**src/rtl/gpio_pinmux_pkg.sv**
```systemverilog
package gpio_pinmux_pkg;
    typedef enum logic [1:0] {
        PWR_RUN  = 2'd0,
        PWR_SOFT = 2'd1,
        PWR_HARD = 2'd2
    } pwr_state_e;

    localparam int unsigned REG_OUT = 0;
    localparam int unsigned REG_DIR = 1;
endpackage

```
**src/rtl/gpio_pinmux_pwr.sv**
```systemverilog
module gpio_pinmux_pwr
    import gpio_pinmux_pkg::*;
(
    input  logic clk_i,
    input  logic rst_ni,
    input  logic sw_stby_i,
    input  logic hw_stby_i,
    output logic wr_allow_o,
    output logic clr_o
);
    pwr_state_e state_q, state_d;

    // state register
    always_ff @(posedge clk_i or negedge rst_ni) begin
        if (!rst_ni) state_q <= PWR_RUN;
        else         state_q <= state_d;
    end

    // transitions: hardware request wins, then software request, else run
    always_comb begin
        state_d = state_q;
        unique case (state_q)
            PWR_RUN: begin
                if (hw_stby_i)      state_d = PWR_HARD;
                else if (sw_stby_i) state_d = PWR_SOFT;
            end
            PWR_SOFT: begin
                if (hw_stby_i)       state_d = PWR_HARD;
                else if (!sw_stby_i) state_d = PWR_RUN;
            end
            PWR_HARD: begin
                if (!hw_stby_i) state_d = sw_stby_i ? PWR_SOFT : PWR_RUN;
            end
            default: state_d = PWR_RUN;
        endcase
    end

    // outputs
    always_comb begin
        wr_allow_o = 1'b0;
        clr_o      = hw_stby_i;
        unique case (state_q)
            PWR_RUN:  wr_allow_o = !sw_stby_i && !hw_stby_i;
            PWR_SOFT: wr_allow_o = 1'b0;
            PWR_HARD: wr_allow_o = 1'b0;
            default:  wr_allow_o = 1'b0;
        endcase
    end
endmodule

```
**src/rtl/gpio_pinmux_regs.sv**
```systemverilog
module gpio_pinmux_regs
    import gpio_pinmux_pkg::*;
#(
    parameter int unsigned WIDTH  = 8,
    parameter int unsigned ADDR_W = 1,
    parameter int unsigned RO_PIN = 6
) (
    input  logic              clk_i,
    input  logic              rst_ni,
    input  logic              wr_i,
    input  logic [ADDR_W-1:0] addr_i,
    input  logic [WIDTH-1:0]  wdata_i,
    input  logic              wr_allow_i,
    input  logic              clr_i,
    output logic [WIDTH-1:0]  out_q_o,
    output logic [WIDTH-1:0]  dir_q_o
);
    localparam logic [ADDR_W-1:0] A_OUT = ADDR_W'(REG_OUT);
    localparam logic [ADDR_W-1:0] A_DIR = ADDR_W'(REG_DIR);

    logic wr_out, wr_dir;
    assign wr_out = wr_i && wr_allow_i && (addr_i == A_OUT);
    assign wr_dir = wr_i && wr_allow_i && (addr_i == A_DIR);

    always_ff @(posedge clk_i or negedge rst_ni) begin
        if (!rst_ni)     dir_q_o <= '0;
        else if (clr_i)  dir_q_o <= '0;
        else if (wr_dir) dir_q_o <= wdata_i;
    end

    for (genvar i = 0; i < WIDTH; i++) begin : g_out
        if (i == RO_PIN) begin : g_ro
            assign out_q_o[i] = 1'b0;
        end else begin : g_rw
            always_ff @(posedge clk_i or negedge rst_ni) begin
                if (!rst_ni)     out_q_o[i] <= 1'b0;
                else if (clr_i)  out_q_o[i] <= 1'b0;
                else if (wr_out) out_q_o[i] <= wdata_i[i];
            end
        end
    end
endmodule

```
**src/rtl/gpio_pinmux_sync.sv**
```systemverilog
module gpio_pinmux_sync #(
    parameter int unsigned WIDTH  = 8,
    parameter int unsigned STAGES = 2
) (
    input  logic             clk_i,
    input  logic             rst_ni,
    input  logic [WIDTH-1:0] d_i,
    output logic [WIDTH-1:0] q_o
);
    logic [WIDTH-1:0] stg_q [STAGES];

    always_ff @(posedge clk_i or negedge rst_ni) begin
        if (!rst_ni) begin
            for (int k = 0; k < STAGES; k++) stg_q[k] <= '0;
        end else begin
            stg_q[0] <= d_i;
            for (int k = 1; k < STAGES; k++) stg_q[k] <= stg_q[k-1];
        end
    end

    assign q_o = stg_q[STAGES-1];
endmodule

```
**src/rtl/gpio_pinmux_mux.sv**
```systemverilog
module gpio_pinmux_mux
    import gpio_pinmux_pkg::*;
#(
    parameter int unsigned WIDTH      = 8,
    parameter int unsigned ADDR_W     = 1,
    parameter int unsigned CLK_PIN    = 6,
    parameter int unsigned STROBE_PIN = 0
) (
    input  logic [WIDTH-1:0]  out_q_i,
    input  logic [WIDTH-1:0]  dir_q_i,
    input  logic [WIDTH-1:0]  sync_i,
    input  logic              exp_mode_i,
    input  logic              bus_wide_i,
    input  logic              lo_strobe_i,
    input  logic              sys_clk_i,
    input  logic              rd_i,
    input  logic [ADDR_W-1:0] addr_i,
    output logic [WIDTH-1:0]  pin_oe_o,
    output logic [WIDTH-1:0]  pin_out_o,
    output logic [WIDTH-1:0]  rdata_o
);
    localparam logic [ADDR_W-1:0] A_OUT = ADDR_W'(REG_OUT);

    logic strobe_take;
    logic [WIDTH-1:0] rd_bits;
    assign strobe_take = exp_mode_i && !bus_wide_i;

    for (genvar i = 0; i < WIDTH; i++) begin : g_pin
        if (i == CLK_PIN) begin : g_clk
            assign pin_oe_o[i]  = dir_q_i[i];
            assign pin_out_o[i] = dir_q_i[i] & sys_clk_i;
            assign rd_bits[i]   = sync_i[i];
        end else if (i == STROBE_PIN) begin : g_stb
            assign pin_oe_o[i]  = strobe_take | dir_q_i[i];
            assign pin_out_o[i] = strobe_take ? lo_strobe_i : (dir_q_i[i] & out_q_i[i]);
            assign rd_bits[i]   = dir_q_i[i] ? out_q_i[i] : sync_i[i];
        end else begin : g_gen
            assign pin_oe_o[i]  = dir_q_i[i];
            assign pin_out_o[i] = dir_q_i[i] & out_q_i[i];
            assign rd_bits[i]   = dir_q_i[i] ? out_q_i[i] : sync_i[i];
        end
    end

    assign rdata_o = (rd_i && addr_i == A_OUT) ? rd_bits : '0;
endmodule

```
**src/rtl/pinmux_gpio_port.sv**
```systemverilog
module pinmux_gpio_port
    import gpio_pinmux_pkg::*;
#(
    parameter int unsigned WIDTH       = 8,
    parameter int unsigned ADDR_W      = 1,
    parameter int unsigned SYNC_STAGES = 2,
    parameter int unsigned CLK_PIN     = 6,
    parameter int unsigned STROBE_PIN  = 0
) (
    input  logic              clk_i,
    input  logic              rst_ni,
    input  logic [ADDR_W-1:0] bus_addr_i,
    input  logic              bus_wr_i,
    input  logic              bus_rd_i,
    input  logic [WIDTH-1:0]  bus_wdata_i,
    output logic [WIDTH-1:0]  bus_rdata_o,
    input  logic [WIDTH-1:0]  pin_in_i,
    output logic [WIDTH-1:0]  pin_out_o,
    output logic [WIDTH-1:0]  pin_oe_o,
    input  logic              exp_mode_i,
    input  logic              bus_wide_i,
    input  logic              lo_strobe_i,
    input  logic              sys_clk_i,
    input  logic              sw_stby_i,
    input  logic              hw_stby_i
);
    logic             wr_allow, clr;
    logic [WIDTH-1:0] out_q, dir_q, pin_sync;

    gpio_pinmux_pwr u_pwr (
        .clk_i      (clk_i),
        .rst_ni     (rst_ni),
        .sw_stby_i  (sw_stby_i),
        .hw_stby_i  (hw_stby_i),
        .wr_allow_o (wr_allow),
        .clr_o      (clr)
    );

    gpio_pinmux_regs #(.WIDTH(WIDTH), .ADDR_W(ADDR_W), .RO_PIN(CLK_PIN)) u_regs (
        .clk_i      (clk_i),
        .rst_ni     (rst_ni),
        .wr_i       (bus_wr_i),
        .addr_i     (bus_addr_i),
        .wdata_i    (bus_wdata_i),
        .wr_allow_i (wr_allow),
        .clr_i      (clr),
        .out_q_o    (out_q),
        .dir_q_o    (dir_q)
    );

    gpio_pinmux_sync #(.WIDTH(WIDTH), .STAGES(SYNC_STAGES)) u_sync (
        .clk_i  (clk_i),
        .rst_ni (rst_ni),
        .d_i    (pin_in_i),
        .q_o    (pin_sync)
    );

    gpio_pinmux_mux #(
        .WIDTH(WIDTH), .ADDR_W(ADDR_W), .CLK_PIN(CLK_PIN), .STROBE_PIN(STROBE_PIN)
    ) u_mux (
        .out_q_i     (out_q),
        .dir_q_i     (dir_q),
        .sync_i      (pin_sync),
        .exp_mode_i  (exp_mode_i),
        .bus_wide_i  (bus_wide_i),
        .lo_strobe_i (lo_strobe_i),
        .sys_clk_i   (sys_clk_i),
        .rd_i        (bus_rd_i),
        .addr_i      (bus_addr_i),
        .pin_oe_o    (pin_oe_o),
        .pin_out_o   (pin_out_o),
        .rdata_o     (bus_rdata_o)
    );
endmodule

```
**config.mk**
```make
export PLATFORM = sky130hd
export DESIGN_NAME = pinmux_gpio_port
export DESIGN_NICKNAME = d
export VERILOG_FILES = /design/src/rtl/gpio_pinmux_pkg.sv /design/src/rtl/gpio_pinmux_pwr.sv /design/src/rtl/gpio_pinmux_regs.sv /design/src/rtl/gpio_pinmux_sync.sv /design/src/rtl/gpio_pinmux_mux.sv /design/src/rtl/pinmux_gpio_port.sv
export SDC_FILE = /design/constraint.sdc
export NUM_CORES = 1
export LEC_CHECK = 0
export ABC_AREA = 1
export BUFFER_PORTS_ARGS = -buffer_cell sky130_fd_sc_hd__clkbuf_2
export CELL_PAD_IN_SITES_DETAIL_PLACEMENT = 1
export CELL_PAD_IN_SITES_GLOBAL_PLACEMENT = 1
export CORE_MARGIN = 5
export CORE_UTILIZATION = 39
export DETAILED_ROUTE_END_ITERATION = 10
export PLACE_DENSITY_LB_ADDON = 0.2
export SYNTH_ARGS = -nofsm -noshare
export SYNTH_HDL_FRONTEND = slang
export SYNTH_SLANG_ARGS = --single-unit
```
**constraint.sdc**
```tcl
create_clock -name clk_i -period 1.7 [get_ports clk_i]
set_clock_uncertainty 0.05 [all_clocks]
set_input_delay 0.17 -clock clk_i [delete_from_list [all_inputs] [get_ports clk_i]]
set_output_delay 0.17 -clock clk_i [all_outputs]
set_load 0.03 [all_outputs]
```
==> out/metrics.cfg <==
[cells_and_area]
drive_gt1_frac=0.307
syn2layout_area_growth_pct=26.0
register_area_um2=826
multi_input_area_um2=450
num_antenna_cells=0
final_nets=244
nFillCells=466

[synth]
synth_common_cells=34 x nand2_1, 33 x dfrtp_1, 30 x nand3_1, 25 x inv_1, 10 x nor2_1
synth_cells=161
synth_edf_count=0
synth.cell_area_um2=1490
synth_ff_type=dfrtp_1
synth_most_common_cell=nand2_1
yosysWarnings=0
syn_nets=188
ys_ff_latch=33
ys_top_cells_by_area=dfrtp_1 55%, nand3_1 10%, nand2_1 8.6%
synth_top_area_frac=0.555
async_flop_share=1.00
synth_top_cell_by_area=dfrtp_1
synth_area_per_cell_um2=9.25
netlist-cell-type-count=17
synth-seq-area-share=0.555

[global_routing]
grt_use_total=0.163
first_global_vias=1437
grt_max_degree=34
antenna_found_initial=0
grt_pass1_wl_mm=6.53
grt_overflow=0

[place]
port_buffers=50
dpl.hpwl_mm=2.65
routabilityCongestion=0.741

[timing]
rsz0062_at_grt=false
worst_slew_pin_slew_ps=821
period_share=0.815
hold_viol=0
finalSetupViolations=0
slew_headroom=0.453
period_needed_ps=1390
final.setup.tns_ps=0
slew_viol_final=0
fmax_mhz=722

[detailed_routing]
detailroute.via_count=1285
wl_per_cell_um=13.9
drtAntennaViolNets=0
wl_mm=3.71
drtIter0Drc=39
drc=0
via_per_inst=4.83
drtPass1Iterations=4

[clock_network]
cts_buffer_depth=2
path_clk_slew_ps=70
cts-root-buf=clkbuf_8
ctsResizeCount=0
cts_tree=yes
h-tree-depth=2
cts_made_buffers=5
clock_latency_ps=290
numClockSinks=33

[floorplan]
io-pin-count=51
die_area_um2=5150
core_um2=3690
die_width_um=71.8
die_h_um=71.8
row_count=22
initial_core_util=0.404

[hold_path]
hold_class=in -> reg

[worst_setup_path]
cp_num_buf_inv=2
path_max_fanout=4
arrival_ps=1170
crit_path_end_kind=output port
crit_family=flip-flops
cp.required_ps=1480
max_stage_delay_ps=410
start_kind=flop
slowest_stage=dfrtp_1
critical_path_class=reg -> out
path_cells=inv_1 -> nand2_1 -> a21oi_1 -> clkbuf_2

[pwr]
p_seq_frac=0.525
vdd_drop_max_uv=376
internal_power_w=0.00116
power.switching_w=0.000412
sw_frac_of_total=0.262
p_leak_nw=1.12
power_w=0.00157
p_per_area_nw_per_um2=838
pwr-share-comb=0.115
power_frac_clock=0.360

[job]
drv_cap=0

[status]
status=finished, final reports clean

## worst min-delay path, stage by stage
cell and delay (ps):
clkbuf_2 80, nand3_1 70, nand2_1 50
## routing by layer
metal	global-route usage	vias to the layer above	part of all wire
met1	0.178	627	0.40
met5	0	-	0
met3	0.0519	10	0.069
met4	0.0626	0	0.019
met2	0.294	42	0.52
li1	-	606	-
## registers in the layout (all words and copies together) (netlist names)
register and flops:
u_sync.stg_q 8, u_regs.dir_q_o 8, u_sync.q_o 8, u_regs.out_q_o 7, u_pwr.state_q 2
## power groups by stage
stage / Combinational, W / Clock (W) / Sequential, W
3_5_place_dp: 0.000168 / 0 / 0.000840
5_1_grt: 0.000203 / 0.000619 / 0.000827
4_1_cts: 0.000185 / 0.000578 / 0.000825
2_1_floorplan: 0.000102 / 0 / 0.000835
6_report: 0.000181 / 0.000566 / 0.000824
3_3_place_gp: 0.000162 / 0 / 0.000837
## layout make-up
| class | instances | area share |
|---|---|---|
| Tap cell | 48 | 0.0320 |
| Sequential cell | 33 | 0.440 |
| Clock buffer | 6 | 0.0387 |
| Timing Repair Buffer | 60 | 0.185 |
| Inverter | 27 | 0.0580 |
| Clock inverter | 2 | 0.00534 |
| Multi-Input combinational cell | 90 | 0.240 |
## per-stage QoR
stage,hold slack [ps],utilization,worst slack (ps),area [um^2],std cells
finish,66.8,0.508,314,1880,266
floorplan,-176,-,421,1490,161
global route,65.7,0.508,187,1880,266
detailed placement,230,0.462,301,1700,249
CTS,65.2,0.508,290,1880,266
global placement,228,0.462,354,1700,249
## path summary, 6_finish.rpt
check	cells after the start	to	slack (ps)	from
max	4	bus_rdata_o[4]	310	u_regs.dir_q_o[4]$_DFFE_PN0P_
min	3	u_regs.dir_q_o[6]$_DFFE_PN0P_	70	bus_wdata_i[6]
max reg2reg	4	u_regs.dir_q_o[3]$_DFFE_PN0P_	450	u_pwr.state_q[0]$_DFFE_PN0P_
max in group asynchronous	2	u_regs.out_q_o[3]$_DFFE_PN0P_	610	rst_ni
min reg2reg	0	u_sync.q_o[5]$_DFF_PN0_	300	u_sync.stg_q[13]$_DFF_PN0_
min in group asynchronous	2	u_regs.dir_q_o[6]$_DFFE_PN0P_	470	rst_ni
## cell usage in the layout (no fill, tap or decap)
cell            n
inv_8           1
clkbuf_1        1
buf_4           1
nor2_1         10
nor2_4          2
clkbuf_2       50
dfrtp_1        33
nand4_2         2
clkinv_2        2
clkbuf_8        5
nor3_1          1
a21oi_1         8
inv_2           1
nand2_4         2
inv_1          25
nor2_8          1
nand2_1        34
dlygate4sd3_1   9
nand3_1        30
## logic make-up after synthesis
group | Yosys count | share of synthesized area
buf+inv | 38 | 0.143
flops | 33 | 0.555
simple gates | 82 | 0.276
compound gates | 8 | 0.0269
## repair_timing
action                                 in CTS  in global routing
hold buffers                                9                  0
endpoints found under the hold margin      41                  0
buffers inserted                            0                  0
(Power assumes the default switching activity.)
